## src/rtl/sec_irq_pkg.sv

```systemverilog
package sec_irq_pkg;
  localparam int unsigned SIC_LINES = 32;
  localparam int unsigned SIC_IDX_W = 10;

  typedef enum logic [SIC_IDX_W-1:0] {
    IX_PEND       = 10'd0,
    IX_LEVEL      = 10'd1,
    IX_ENABLE     = 10'd2,
    IX_DISABLE    = 10'd3,
    IX_SWI        = 10'd4,
    IX_SWI_CLR    = 10'd5,
    IX_BYPASS     = 10'd8,
    IX_BYPASS_CLR = 10'd9
  } sic_idx_e;

  typedef struct packed {
    logic                  valid;
    logic [SIC_IDX_W-1:0]  idx;
    logic [SIC_LINES-1:0]  data;
  } sic_wr_t;
endpackage

```

## src/rtl/sic_level_capture.sv

```systemverilog
module sic_level_capture #(
  parameter int unsigned N = sec_irq_pkg::SIC_LINES
) (
  input  logic         clk,
  input  logic         rst_n,
  input  logic [N-1:0] irq_in,
  output logic [N-1:0] level_q
);
  always_ff @(posedge clk or negedge rst_n) begin
    if (!rst_n) level_q <= '0;
    else        level_q <= irq_in;
  end

  AST_LEVEL_TRAILS_SOURCE: assert property (@(posedge clk) disable iff (!rst_n)
    $past(rst_n) |-> level_q == $past(irq_in));
endmodule

```

## src/rtl/sic_ctrl_regs.sv

```systemverilog
module sic_ctrl_regs
  import sec_irq_pkg::*;
#(
  parameter int unsigned N     = SIC_LINES,
  parameter int unsigned WIN_LO = 21,
  parameter int unsigned WIN_HI = 30
) (
  input  logic         clk,
  input  logic         rst_n,
  input  sic_wr_t      wr,
  output logic [N-1:0] en_q,
  output logic [N-1:0] byp_q
);
  function automatic logic [N-1:0] window_mask();
    logic [N-1:0] m;
    m = '0;
    for (int i = 0; i < int'(N); i++)
      if (i >= int'(WIN_LO) && i <= int'(WIN_HI)) m[i] = 1'b1;
    return m;
  endfunction

  localparam logic [N-1:0] WIN_MASK = window_mask();

  logic [N-1:0] en_d, byp_d;
  logic         wr_known;

  always_comb begin
    en_d     = en_q;
    byp_d    = byp_q;
    wr_known = 1'b0;
    if (wr.valid) begin
      case (wr.idx)
        IX_ENABLE:     begin en_d = en_q | wr.data;  wr_known = 1'b1; end
        IX_DISABLE:    begin en_d = en_q & ~wr.data; wr_known = 1'b1; end
        IX_SWI:        begin if (|wr.data) en_d[0] = 1'b1; wr_known = 1'b1; end
        IX_SWI_CLR:    begin if (|wr.data) en_d[0] = 1'b0; wr_known = 1'b1; end
        IX_BYPASS:     begin byp_d = byp_q | (wr.data & WIN_MASK); wr_known = 1'b1; end
        IX_BYPASS_CLR: begin byp_d = byp_q & ~wr.data; wr_known = 1'b1; end
        default:       ;
      endcase
    end
  end

  always_ff @(posedge clk or negedge rst_n) begin
    if (!rst_n) begin
      en_q  <= '0;
      byp_q <= '0;
    end else begin
      en_q  <= en_d;
      byp_q <= byp_d;
    end
  end

  AST_ENABLE_SET_LANDS: assert property (@(posedge clk) disable iff (!rst_n)
    (wr.valid && wr.idx == IX_ENABLE) |=> ((en_q & $past(wr.data)) == $past(wr.data)));
  AST_ENABLE_CLR_LANDS: assert property (@(posedge clk) disable iff (!rst_n)
    (wr.valid && wr.idx == IX_DISABLE) |=> ((en_q & $past(wr.data)) == '0));
  AST_SWI_SET_LANDS: assert property (@(posedge clk) disable iff (!rst_n)
    (wr.valid && wr.idx == IX_SWI && |wr.data) |=> en_q[0]);
  AST_SWI_CLR_LANDS: assert property (@(posedge clk) disable iff (!rst_n)
    (wr.valid && wr.idx == IX_SWI_CLR && |wr.data) |=> !en_q[0]);
  AST_STRAY_WRITE_INERT: assert property (@(posedge clk) disable iff (!rst_n)
    (wr.valid && !wr_known) |=> ($stable(en_q) && $stable(byp_q)));
endmodule

```

## src/rtl/sic_out_route.sv

```systemverilog
module sic_out_route #(
  parameter int unsigned N      = sec_irq_pkg::SIC_LINES,
  parameter int unsigned WIN_LO = 21,
  parameter int unsigned WIN_HI = 30,
  parameter int unsigned COMB   = 31
) (
  input  logic         clk,
  input  logic         rst_n,
  input  logic [N-1:0] level_q,
  input  logic [N-1:0] en_q,
  input  logic [N-1:0] byp_q,
  output logic [N-1:0] irq_up
);
  logic any_pending;
  assign any_pending = |(level_q & en_q);

  for (genvar i = 0; i < int'(N); i++) begin : g_line
    if (i == int'(COMB)) begin : g_comb
      assign irq_up[i] = any_pending;
    end else if (i >= int'(WIN_LO) && i <= int'(WIN_HI)) begin : g_route
      assign irq_up[i] = level_q[i] & byp_q[i];
    end else begin : g_quiet
      assign irq_up[i] = 1'b0;
    end
  end

  AST_ROUTE_WINDOW_ONLY: assert property (@(posedge clk) disable iff (!rst_n)
    (byp_q[WIN_LO-1:0] == '0) && (byp_q[N-1:WIN_HI+1] == '0));
  AST_UNROUTED_LOW: assert property (@(posedge clk) disable iff (!rst_n)
    (irq_up[WIN_HI:WIN_LO] & ~byp_q[WIN_HI:WIN_LO]) == '0);
endmodule

```

## src/rtl/sic_read_mux.sv

```systemverilog
module sic_read_mux
  import sec_irq_pkg::*;
#(
  parameter int unsigned N     = SIC_LINES,
  parameter int unsigned IDX_W = SIC_IDX_W
) (
  input  logic             clk,
  input  logic             rst_n,
  input  logic             rd_en,
  input  logic [IDX_W-1:0] rd_idx,
  input  logic [N-1:0]     level_q,
  input  logic [N-1:0]     en_q,
  input  logic [N-1:0]     byp_q,
  output logic [N-1:0]     rdata
);
  always_comb begin
    rdata = '0;
    if (rd_en) begin
      case (rd_idx)
        IX_PEND:   rdata = level_q & en_q;
        IX_LEVEL:  rdata = level_q;
        IX_ENABLE: rdata = en_q;
        IX_SWI:    rdata = {{(N-1){1'b0}}, level_q[0]};
        IX_BYPASS: rdata = byp_q;
        default:   rdata = '0;
      endcase
    end
  end

  AST_STRAY_READ_ZERO: assert property (@(posedge clk) disable iff (!rst_n)
    (rd_en && !(rd_idx inside {IX_PEND, IX_LEVEL, IX_ENABLE, IX_SWI, IX_BYPASS})) |-> rdata == '0);
  AST_SWI_READ_NARROW: assert property (@(posedge clk) disable iff (!rst_n)
    (rd_en && rd_idx == IX_SWI) |-> rdata[N-1:1] == '0);
endmodule

```

## src/rtl/sec_irq_ctrl.sv

```systemverilog
module sec_irq_ctrl
  import sec_irq_pkg::*;
#(
  parameter int unsigned N      = SIC_LINES,
  parameter int unsigned IDX_W  = SIC_IDX_W,
  parameter int unsigned WIN_LO = 21,
  parameter int unsigned WIN_HI = 30,
  parameter int unsigned COMB   = 31
) (
  input  logic             clk,
  input  logic             rst_n,
  input  logic             bus_sel,
  input  logic             bus_we,
  input  logic [IDX_W-1:0] bus_addr,
  input  logic [N-1:0]     bus_wdata,
  output logic [N-1:0]     bus_rdata,
  input  logic [N-1:0]     irq_in,
  output logic [N-1:0]     irq_up
);
  logic [N-1:0] level_q, en_q, byp_q;
  sic_wr_t      wr;

  assign wr.valid = bus_sel & bus_we;
  assign wr.idx   = bus_addr;
  assign wr.data  = bus_wdata;

  sic_level_capture #(.N(N)) u_capture (
    .clk(clk), .rst_n(rst_n), .irq_in(irq_in), .level_q(level_q)
  );

  sic_ctrl_regs #(.N(N), .WIN_LO(WIN_LO), .WIN_HI(WIN_HI)) u_regs (
    .clk(clk), .rst_n(rst_n), .wr(wr), .en_q(en_q), .byp_q(byp_q)
  );

  sic_out_route #(.N(N), .WIN_LO(WIN_LO), .WIN_HI(WIN_HI), .COMB(COMB)) u_route (
    .clk(clk), .rst_n(rst_n), .level_q(level_q), .en_q(en_q), .byp_q(byp_q),
    .irq_up(irq_up)
  );

  sic_read_mux #(.N(N), .IDX_W(IDX_W)) u_rd (
    .clk(clk), .rst_n(rst_n), .rd_en(bus_sel & ~bus_we), .rd_idx(bus_addr),
    .level_q(level_q), .en_q(en_q), .byp_q(byp_q), .rdata(bus_rdata)
  );

  AST_COMB_FALLS_WHEN_IDLE: assert property (@(posedge clk) disable iff (!rst_n)
    (irq_up[COMB] && en_q == '0) |-> 1'b0);
endmodule

```

## config.mk

```make
export PLATFORM = sky130hd
export DESIGN_NAME = sec_irq_ctrl
export DESIGN_NICKNAME = d
export VERILOG_FILES = /design/src/rtl/sec_irq_pkg.sv /design/src/rtl/sic_level_capture.sv /design/src/rtl/sic_ctrl_regs.sv /design/src/rtl/sic_out_route.sv /design/src/rtl/sic_read_mux.sv /design/src/rtl/sec_irq_ctrl.sv
export SDC_FILE = /design/constraint.sdc
export NUM_CORES = 1
export LEC_CHECK = 0
export ABC_CLOCK_PERIOD_IN_PS = 1800
export BUFFER_PORTS_ARGS = -buffer_cell sky130_fd_sc_hd__buf_2
export CORE_UTILIZATION = 30
export CTS_CLUSTER_DIAMETER = 150
export DETAILED_ROUTE_END_ITERATION = 10
export SLEW_MARGIN = 20
export SYNTH_ARGS = -nofsm -noshare
export SYNTH_HDL_FRONTEND = slang
export SYNTH_SLANG_ARGS = --single-unit
```

## constraint.sdc

```tcl
create_clock -name clk -period 1.8 [get_ports clk]
set_input_delay 0.09 -clock clk [delete_from_list [all_inputs] [get_ports clk]]
set_output_delay 0.09 -clock clk [all_outputs]
set_load 0.005 [all_outputs]
```

After elaboration in Yosys (flattened, before gate mapping) --
Index checks and enable logic that the tools add are counted.
Storage, ports and cells: register bits after elaboration 96, bits of input ports 78, output and inout port bits 64, logic and storage cells 48
Operators by class: eq/ne operators 9, mux-type cells 7, bitwise operators 19, reductions and logical operators 9
Operator list (count):
- $pmux 32 s5 | 1
- $and 32x32->32 | 3
- $pmux 32 s2 | 1
- $reduce_or 32->1 | 2
- $pmux 31 s2 | 1
- $mux 32 | 1
- $not 32->32 | 1
- $or 32x31->32 | 1
- $or 32x32->32 | 1
- $eq 10x2->1 const B | 2
- $eq 10x3->1 const B | 2
- $eq 10x4->1 const B | 2
- $and 1x1->1 | 12
- $eq 10x1->1 const B | 1
- $logic_not 10->1 | 1
- $pmux 1 s4 | 1
- $reduce_and 2->1 | 2
- $reduce_and 4->1 | 1
- $reduce_bool 2->1 | 2
- $reduce_bool 4->1 | 1
- $mux 1 | 2
- $ne 2x1->1 const B | 1
- $ne 2x2->1 const B | 1
- $not 1->1 | 1

Logic depth before layout (Yosys ltp) --
Gate-level depths: netlist of run 1.
word-level depth 3, mapped depth 6, mapped depth without buffers 4

By module --
From an unflattened synthesis of run 1, not the netlist that was laid out.
Unflattened totals: cell total of the unflattened synthesis 452, area total of the unflattened synthesis 4685.7 µm²
Modules (own cells, without submodules):
- sic_ctrl_regs | times used 1, cells each 242, area each 2529.9 µm², sequential area each 1601.5 µm²
- sic_read_mux | times used 1, cells each 122, area each 949.7 µm², sequential area each 0.0 µm²
- sic_level_capture | times used 1, cells each 32, area each 800.8 µm², sequential area each 800.8 µm²
- sic_out_route | times used 1, cells each 54, area each 389.1 µm², sequential area each 0.0 µm²
- sec_irq_ctrl | times used 1, cells each 2, area each 16.3 µm², sequential area each 0.0 µm²

Least setup slack after synthesis of run 1 --
Ideal clock, no wire load.
path kind input to output, start point input bus_addr[9], end point output bus_rdata[11], data arrival time 1.672 ns, required time 1.710 ns, slack 0.038 ns, stages on the path 6, path buffers 2, cell sequence or4_1 buf_2 nor4_2 buf_2 a22oi_1 a21oi_1
Between the ends: cells in the longest elaborated chain, start to end 3, elaborated cells on any way between the ends 7, those cells by class eq/ne (4); mux (2); reduce/logical (1)
RTL lines:
- from (decl) | line sec_irq_ctrl.sv:14 | input logic [IDX_W-1:0] bus_addr,
- $eq 10x4->1 (tied with other cells) | line sic_read_mux.sv:19 | case (rd_idx)
- $pmux 32 s5 * | line sic_read_mux.sv:19
- $mux 32 * | line sic_read_mux.sv:18 | if (rd_en) begin
- to (decl) | line sec_irq_ctrl.sv:16 | output logic [N-1:0] bus_rdata,
Every way passes the cells marked *; elsewhere a longest branch is shown, timed or not.

==> results of run 1 <==
==> metal layers <==
| layer | track usage [%] | share of wire [%] |
|---|---|---|
| met4 | 7.300 | 2.7 |
| met3 | 5.284 | 6.3 |
| met1 | 27.73 | 42 |
| met2 | 34.58 | 49 |
| met5 | 0 | 0 |
==> path summary, 6_finish.rpt <==
path                                                   to  cells past startpoint
max in group asynchronous      asynchronous set/reset pin                      3
hold / removal             u_capture.level_q[0]$_DFF_PN0_                      2
hold reg to reg               u_regs.byp_q[6]$_DFFE_PN0P_                      1
min in group clk               u_regs.en_q[0]$_DFFE_PN0P_                      4
setup / recovery                               irq_up[31]                      6
setup reg to reg               u_regs.en_q[0]$_DFFE_PN0P_                      3
==> cells in the mapped netlist, types with 3 or more instances <==
library cell / n / area (um2)
a31oi_1: 31 / 193.9
clkbuf_1: 19 / 71.32
a22oi_1: 43 / 322.8
a21boi_0: 22 / 165.2
a221oi_1: 3 / 26.28
and4_1: 3 / 26.28
buf_1: 4 / 15.01
nor4b_1: 3 / 26.28
o211ai_1: 31 / 232.7
and2_1: 11 / 68.82
buf_4: 22 / 165.2
buf_2: 10 / 50.05
nor4_1: 9 / 56.30
a21oi_1: 85 / 425.4
dfrtp_1: 96 / 2402
nand2_1: 3 / 11.26
==> critical path: stages, from the launching register on <==
cell and delay [ns]:
dfrtp_1 0.38, a22o_1 0.28, a221oi_2 0.18, buf_4 0.14, nand3_1 0.07, or4_4 0.51
buf_2 0.14
==> final cells by class <==
class | instances | area (um2) | share of cell area [%]
sequential | 96 | 2402 | 31.43
timing repair buffer | 266 | 2391 | 31.29
multi-input combinational | 296 | 2296 | 30.04
clock buffer | 14 | 284.0 | 3.716
tap | 184 | 230.2 | 3.012
clock inverter | 2 | 35.03 | 0.4584
inverter | 1 | 3.754 | 0.04912
==> timing repair <==
item	in CTS	in global routing
gates resized for setup	71	58
endpoints found under the hold margin	122	0
pin swaps	30	48
cloned	4	11
buffers inserted	13	12
endpoints found under the setup margin	33	70
hold buffers	65	0
==> power groups by stage <==
| stage | logic [uW] | clock network, uW | registers (uW) |
|---|---|---|---|
| 2_1_floorplan | 129 | 0 | 2270 |
| 6_report | 472 | 2050 | 2250 |
| 3_3_place_gp | 321 | 0 | 2290 |
| 4_1_cts | 452 | 2090 | 2250 |
| 3_5_place_dp | 327 | 0 | 2290 |
| 5_1_grt | 513 | 2180 | 2250 |
==> per-stage QoR <==
step / cells / hold slack, ns / setup slack [ns] / total power [uW] / TNS [ns]
2_1_floorplan: 448 / -0.2056 / 0.03810 / 2401 / 0
3_3_place_gp: 748 / 0.05373 / -0.2607 / 2608 / -16.43
3_5_place_dp: 748 / 0.05731 / -0.2927 / 2613 / -17.25
4_1_cts: 844 / 0.1901 / -0.3665 / 4787 / -8.010
5_1_grt: 859 / 0.2367 / -0.4348 / 4949 / -13.90
6_report: 859 / 0.2134 / -0.3481 / 4776 / -9.308
==> kinds of logic (layout without fill, tap and decap cells) <==
logic type / Yosys count / in the layout / synth area share, %
compound gates: 221 / 221 / 31.26
fa+ha+maj: 1 / 1 / 0.2215
buf+inv: 56 / 283 / 6.755
flops: 96 / 96 / 53.16
other cells: 1 / 21 / 0.08298
simple gates: 53 / 53 / 8.527
==> impl_metrics.tcl, run 1 <==
set metrics [dict create \
    status "finished, violations left" \
    violations "negative setup slack" \
    cts_buffers 9 \
    antenna_found_initial 0 \
    drv_slew 0 \
    powerDensity_nw_per_um2 625.0 \
    core-area_um2 14590 \
    die_area_um2 15560 \
    hold_viol_final 0 \
    die_h_um 124.7 \
    vias_per_cell 5.490 \
    fin_util_pct 52.38 \
    max_freq_mhz 465.5 \
    synth-edff-count 0 \
    worstPathArrival_ns 2.06 \
    drive_gt1_share_pct 43.85 \
    critPathRequiredTime_ns 1.71 \
    die_w_um 124.7 \
    grt_pass1_vias 4585 \
    peakVddDrop_mv 0.4966 \
    drv_cap 0 \
    final_common_cell "buf_2" \
    p_sw_share_pct 23.26 \
    synth.yosys.seq_area_share_pct 53.16 \
    h-tree-depth 3 \
    postRouteAntennaNets 0 \
    seqPwrFrac_pct 47.2 \
    grtUsageTotal_pct 21.37 \
    cts_tree "done" \
    cp-start-kind "register" \
    post-route-drc-count 0 \
    timing.rr.start "u_regs.en_q[0]$_DFFE_PN0P_" \
    rsz0062_at_grt "yes" \
    p_comb_share_pct 9.9 \
    synthArstFlopShare_pct 100.0 \
    syn_area_per_cell_um2 10.56 \
    start_util_pct 30.98 \
    placed_area_um2 5694 \
    grt_max_degree 43 \
    pwr-share-clk_pct 43.0 \
    gr-total-overflow 0 \
    cts.path.max_buffers 2 \
    synth_flop_cell "dfrtp_1" \
    drt_pass1_iterations 5 \
    first_iter_violations 435 \
    fin_nets 748 \
    antenna_cells 0 \
    setup_viol 63 \
    io_pins 142 \
    p_leak_uw 0.003301 \
    drt_wl_total_mm 17.46 \
    cts.sinks 96 \
    fillCellCount 1289 \
    fin_area_um2 7642 \
    fp-row-count 44 \
    area_delta_synth_final_pct 69.10 \
    clk_pin_slew_ns 0.06 \
    layout_common_cells "117 x buf_2, 96 x dfrtp_1, 65 x dlygate4sd3_1" \
    finalWorstSetupSlack_ns -0.3481 \
    yosys_warnings 0 \
    end_kind "output port" \
    clockRootBuffer "clkbuf_16" \
    synthDistinctLibCells 39 \
    avgRoutedWirePerCell_um 20.32 \
    fin_crit_ns 2.148 \
    synth_seq_cells 96 \
    internal-power_uw 3665 \
    post-route-period-util_pct 119.3 \
    vias 4716 \
    clk_latency_ns 0.35 \
    syn-cell-area_um2 4519 \
    port_buffers 120 \
    worstHoldPathType "primary input to asynchronous set/reset pin" \
    p_sw_uw 1111 \
    crit_path_max_fanout 2 \
    hpwl_mm 10.61 \
    r2r_slack_ns 0.88 \
    place_congestion 0.8252 \
    grt_pass1_wl_mm 25.55 \
    netlist_instances 428 \
    worst-setup-path-type "register to output port" \
    fin_skew_ns 0 \
]
Note: power is estimated with default switching activity, not from simulation.
==> inputs of run 2 (changes only) <==
--- a/config.mk
+++ b/config.mk
@@ -7,10 +7,12 @@
 export LEC_CHECK = 0
 export ABC_CLOCK_PERIOD_IN_PS = 1800
 export BUFFER_PORTS_ARGS = -buffer_cell sky130_fd_sc_hd__buf_2
-export CORE_UTILIZATION = 30
+export CORE_ASPECT_RATIO = 2
+export CORE_UTILIZATION = 51
 export CTS_CLUSTER_DIAMETER = 150
 export DETAILED_ROUTE_END_ITERATION = 10
-export SLEW_MARGIN = 20
+export PLACE_DENSITY = 0.8
+export SLEW_MARGIN = 25
 export SYNTH_ARGS = -nofsm -noshare
 export SYNTH_HDL_FRONTEND = slang
 export SYNTH_SLANG_ARGS = --single-unit
==> impl_metrics.tcl, run 2 (synthesis results as in run 1) <==
set metrics [dict create \
    status "finished, violations left" \
    violations "negative setup slack" \
    hold_slack_ns 0.01444 \
    tightestPinTransition_ns 0.6373 \
    max_slew_margin_pct 57.12 \
    area_delta_synth_final_pct 54.37 \
    p_leak_uw 0.003031 \
    fillCellCount 451 \
    place_congestion 0.9190 \
    worst_r2r_path_depth 3 \
    first_iter_violations 701 \
    timing.rr.end "u_regs.en_q[0]$_DFFE_PN0P_" \
    post-route-drc-count 0 \
    clockRootBuffer "clkbuf_16" \
    clk_latency_ns 0.35 \
    critPathRequiredTime_ns 1.71 \
    die_w_um 68.57 \
    clk_pin_slew_ns 0.07 \
    h-tree-depth 3 \
    fin_skew_ns 0 \
    hpwl_mm 10.10 \
    fin_nets 719 \
    grt_pass1_vias 4866 \
    r2r_slack_ns 0.81 \
    grtUsageTotal_pct 37.16 \
    timing.rr.start "u_regs.en_q[0]$_DFFE_PN0P_" \
    slowest_stage "or4_4" \
    placed_area_um2 5409 \
    drt_pass1_iterations 6 \
    cts.sinks 96 \
    start_util_pct 52.62 \
    finalWorstSetupSlack_ns -0.2686 \
    antenna_cells 0 \
    layout_common_cells "116 x buf_2, 95 x dfrtp_1, 63 x dlygate4sd3_1" \
    port_buffers 120 \
    fin_crit_ns 2.069 \
    drv_cap 0 \
    cts.path.max_buffers 2 \
    gr-total-overflow 0 \
    vias_per_cell 6.779 \
    core-area_um2 8588 \
    drv_slew 0 \
    peakVddDrop_mv 0.8662 \
    io_pins 142 \
    crit_path_max_fanout 2 \
    drt_wl_total_mm 17.71 \
    antenna_found_initial 0 \
    post-route-period-util_pct 114.9 \
    p_total_uw 4673 \
    worstHoldPathType "primary input to register" \
    final_common_cell "buf_2" \
    critPathMaxStageDelay_ns 0.51 \
    setup_viol 33 \
    grt_max_degree 51 \
    fin_setup_tns_ns -5.688 \
    grt_pass1_wl_mm 24.54 \
    cts_buffers 9 \
    postRouteAntennaNets 0 \
    fin_area_um2 6977 \
    worst-setup-path-type "register to output port" \
    end_kind "output port" \
    fp-row-count 48 \
    min_path_cells 2 \
    avgRoutedWirePerCell_um 23.74 \
    max_freq_mhz 483.4 \
    drive_gt1_share_pct 39.63 \
    cp_cell_sequence "a22o_1, a221oi_2, nand3_1, or4_4, buf_6" \
    die_area_um2 9265 \
    cp-start-kind "register" \
    cts_tree "done" \
    hold_start "bus_wdata[29]" \
    powerDensity_nw_per_um2 669.7 \
    vias 5057 \
    hold_viol_final 0 \
    rsz0062_at_grt "yes" \
    worstPathArrival_ns 1.98 \
    die_h_um 135.1 \
    post-place-ws_ns -0.2250 \
]
[run 2: changes by cell type in the layout (fill, tap and decap cells not counted), sizes merged]
cell	before	now
buf	192	172
clkbuf	23	12
clkinv	1	2
clkinvlp	0	2
dlygate4sd3	65	63
inv	1	2
[run 2: where the power goes]
part           total (uW)  switching (uW)  internal (uW)
logic                 466             242            224
registers            2260            51.6           2210
clock network        1950             830           1120
total                4670            1120           3550
[run 2: per-stage QoR]
step           utilization (%)  std cells
6_report                 81.24        746
5_1_grt                  81.24        746
4_1_cts                  77.64        740
3_5_place_dp             62.98        650
3_3_place_gp             62.98        650
2_1_floorplan                -        448
[run 2: layout make-up]
cell class              count  area (um2)  area share, %
flip-flops and latches     96        2404          34.45
well taps                 100       125.1          1.793
inverters                   1       3.754        0.05380
clock inverters             6       67.56         0.9684
repair buffers            237        1869          26.79
clock buffers              10       239.0          3.425
multi-input cells         296        2268          32.51
[run 2: worst max-delay path: cells and delay by family, from the launching register on]
family,cells,cell delay [ns]
and+or+nand+nor,2,0.62
DFF,1,0.38
buffers and inverters,1,0.13
AOI/OAI and AO/OA,2,0.49
[run 2: worst max-delay path by stage]
stage | startpoint | cells after the start | slack [ns] | to
after floorplan | bus_addr[9] | 6 | 0.04 | bus_rdata[11]
after global placement | bus_addr[9] | 8 | -0.23 | bus_rdata[5]
after detailed placement | bus_addr[9] | 8 | -0.22 | register
after CTS | u_capture.level_q[0]$_DFF_PN0_ | 5 | -0.27 | irq_up[31]
after global routing | u_capture.level_q[20]$_DFF_PN0_ | 5 | -0.29 | irq_up[31]
final | u_capture.level_q[20]$_DFF_PN0_ | 5 | -0.27 | irq_up[31]
[run 2: repair_timing]
item	4_1_cts	5_1_grt
hold endpoints to repair	104	0
pin swaps	30	11
resized for setup	50	52
endpoints found under the setup margin	33	33
hold buffers	63	0
gates cloned	3	3
buffers inserted	9	6
[run 2: per-layer routing]
layer  vias up  share of wire [%]  GRT usage [%]
li1       2051                  -              -
met4         0                7.9          28.36
met5         -                  0              0
met3       140                9.9          10.05
met2       457                 51          59.53
met1      2409                 31          39.76
==> inputs of run 3 (changes only) <==
--- a/config.mk
+++ b/config.mk
@@ -8,11 +8,12 @@
 export ABC_CLOCK_PERIOD_IN_PS = 1800
 export BUFFER_PORTS_ARGS = -buffer_cell sky130_fd_sc_hd__buf_2
 export CORE_ASPECT_RATIO = 2
-export CORE_UTILIZATION = 51
+export CORE_UTILIZATION = 52
 export CTS_CLUSTER_DIAMETER = 150
 export DETAILED_ROUTE_END_ITERATION = 10
-export PLACE_DENSITY = 0.8
+export PLACE_DENSITY = 0.81
 export SLEW_MARGIN = 25
 export SYNTH_ARGS = -nofsm -noshare
 export SYNTH_HDL_FRONTEND = slang
+export SYNTH_HIERARCHICAL = 1
 export SYNTH_SLANG_ARGS = --single-unit
==> impl_metrics.tcl, run 3 <==
set metrics [dict create \
    setup.worst_path.start "u_capture/level_q[12]$_DFF_PN0_" \
    synth_top_cell_by_area "dfrtp_1" \
    rsz0062_at_grt "yes" \
    h-tree-depth 3 \
    cts_buffers 9 \
    post-place-ws_ns 0.01202 \
    hold_slack_ns 0.004336 \
    final_common_cell "buf_2" \
    fin_setup_tns_ns -0.1359 \
    io_pins 142 \
    vias 4374 \
    drv_slew 0 \
    place_congestion 0.8733 \
    r2r_slack_ns 1.00 \
    port_buffers 120 \
    synth_seq_cells 96 \
    synth.most_common_cell "nand2_1" \
    max_slew_margin_pct 60.32 \
    vias_per_cell 5.967 \
    crit_end "irq_up[31]" \
    p_leak_uw 0.002676 \
    instances_no_fill 733 \
    peakVddDrop_mv 0.6411 \
    worst_r2r_path_depth 3 \
    fin_nets 706 \
    first_iter_violations 458 \
    fin_crit_ns 1.936 \
    finalWorstSetupSlack_ns -0.1359 \
    worstPathArrival_ns 1.85 \
    yosysTopAreaCellShare_pct 51.27 \
    die_w_um 69.13 \
    status "finished, violations left" \
    clk_pin_slew_ns 0.07 \
    grtUsageTotal_pct 29.97 \
    clockRootBuffer "clkbuf_16" \
    synth-edff-count 0 \
    synth.yosys.seq_area_share_pct 51.27 \
    violations "negative setup slack" \
    drt_wl_total_mm 13.97 \
    die_h_um 136.2 \
    post-route-period-util_pct 107.6 \
    area_delta_synth_final_pct 31.32 \
    grt_pass1_vias 4352 \
    cp-start-kind "register" \
    postRouteAntennaNets 0 \
    synth_area_leaders "dfrtp_1 51%, nand2_1 8.8%, o221ai_1 5.8%" \
    antenna_cells 0 \
    post-route-drc-count 0 \
    antenna_found_initial 0 \
    drv_cap 0 \
    fin_skew_ns 0 \
    tightestPinTransition_ns 0.5952 \
    grt_max_degree 61 \
    setup_viol 1 \
    critPathRequiredTime_ns 1.71 \
    hold_viol_final 0 \
    crit_path_max_fanout 2 \
    avgRoutedWirePerCell_um 19.06 \
    clk_latency_ns 0.33 \
    synthDistinctLibCells 42 \
    drive_gt1_share_pct 33.65 \
    worst-setup-path-type "register to output port" \
    fp-row-count 48 \
    gr-total-overflow 0 \
    core-area_um2 8708 \
    max_freq_mhz 516.6 \
    powerDensity_nw_per_um2 748.2 \
    synth_flop_cell "dfrtp_1" \
    die_area_um2 9418 \
    layout_common_cells "118 x buf_2, 110 x nand2_1, 96 x dfrtp_1" \
    cts.path.max_buffers 2 \
    drt_pass1_iterations 5 \
    syn_area_per_cell_um2 10.37 \
    synthTopCellsByCount "110 x nand2_1, 96 x dfrtp_1, 31 x o221ai_1, 30 x a21oi_2, 30 x o21ai_1" \
    grt_pass1_wl_mm 21.99 \
    syn-cell-area_um2 4686 \
    end_kind "output port" \
    worstHoldPathType "primary input to register" \
    cts.sinks 96 \
    yosys_warnings 6 \
    min_path_cells 2 \
    start_util_pct 53.81 \
    cts_tree "done" \
    netlist_instances 452 \
    fin_util_pct 70.66 \
    hpwl_mm 9.599 \
    post-place-cells 665 \
    synthArstFlopShare_pct 100.0 \
]
-- run 3: routing by layer --
metal | up-vias | share of wire (%) | GRT usage, %
li1 | 1942 | - | -
met1 | 2112 | 37 | 35.79
met2 | 269 | 52 | 50.70
met3 | 51 | 5.9 | 4.596
met4 | 0 | 4.4 | 17.91
met5 | - | 0 | 0
-- run 3: cells by family after synthesis --
| group | share of synthesized area [%] |
|---|---|
| compound gates | 24.27 |
| buf+inv | 8.491 |
| flops | 51.27 |
| other cells | 0.08003 |
| simple gates | 15.89 |
-- run 3: layout make-up --
class                           instances  area, um2
Clock inverter                          5      56.30
Multi-Input combinational cell        327       2004
Timing Repair Buffer                  194       1323
Clock buffer                           11      242.7
Tap cell                              100      125.1
Sequential cell                        96       2402
Fill cell                             611       2555
-- run 3: how the worst min path moves through the flow --
| stage | from | endpoint | slack [ns] |
|---|---|---|---|
| after floorplan | rst_n | u_capture/level_q[0]$_DFF_PN0_ | -0.21 |
| after global placement | rst_n | u_capture/level_q[25]$_DFF_PN0_ | 0.01 |
| after detailed placement | rst_n | u_capture/level_q[25]$_DFF_PN0_ | 0.02 |
| after CTS | bus_wdata[2] | u_regs/byp_q[2]$_DFFE_PN0P_ | 0.00002 |
| after global routing | bus_wdata[16] | u_regs/byp_q[16]$_DFFE_PN0P_ | 0.01 |
| final | bus_wdata[2] | u_regs/byp_q[2]$_DFFE_PN0P_ | 0.004 |
-- run 3: repair_timing --
| action | CTS | global route |
|---|---|---|
| setup endpoints to repair | 1 | 1 |
| buffers inserted | 1 | 3 |
| pin swaps | 3 | 4 |
| hold buffers | 48 | 0 |
| gates resized for setup | 3 | 7 |
| endpoints found under the hold margin | 68 | 0 |
-- run 3: worst max-delay path: stages, from the launching register on --
cell	delay, ns
dfrtp_1	0.41
a22oi_2	0.25
nand4_1	0.16
or4_4	0.56
buf_6	0.13
-- run 3: power breakdown --
group / switching, uW / leakage, uW / internal [uW]
clock: 810 / 0.000145 / 1110
combinational: 240 / 0.00126 / 197
sequential: 41.3 / 0.00127 / 2200
-- run 3: per-stage QoR --
| stage | cell area, um2 | power (uW) |
|---|---|---|
| 4_1_cts | 6096 | 4589 |
| 5_1_grt | 6153 | 4729 |
| 2_1_floorplan | 4761 | 2432 |
| 3_3_place_gp | 5294 | 2608 |
| 6_report | 6153 | 4604 |
| 3_5_place_dp | 5294 | 2616 |
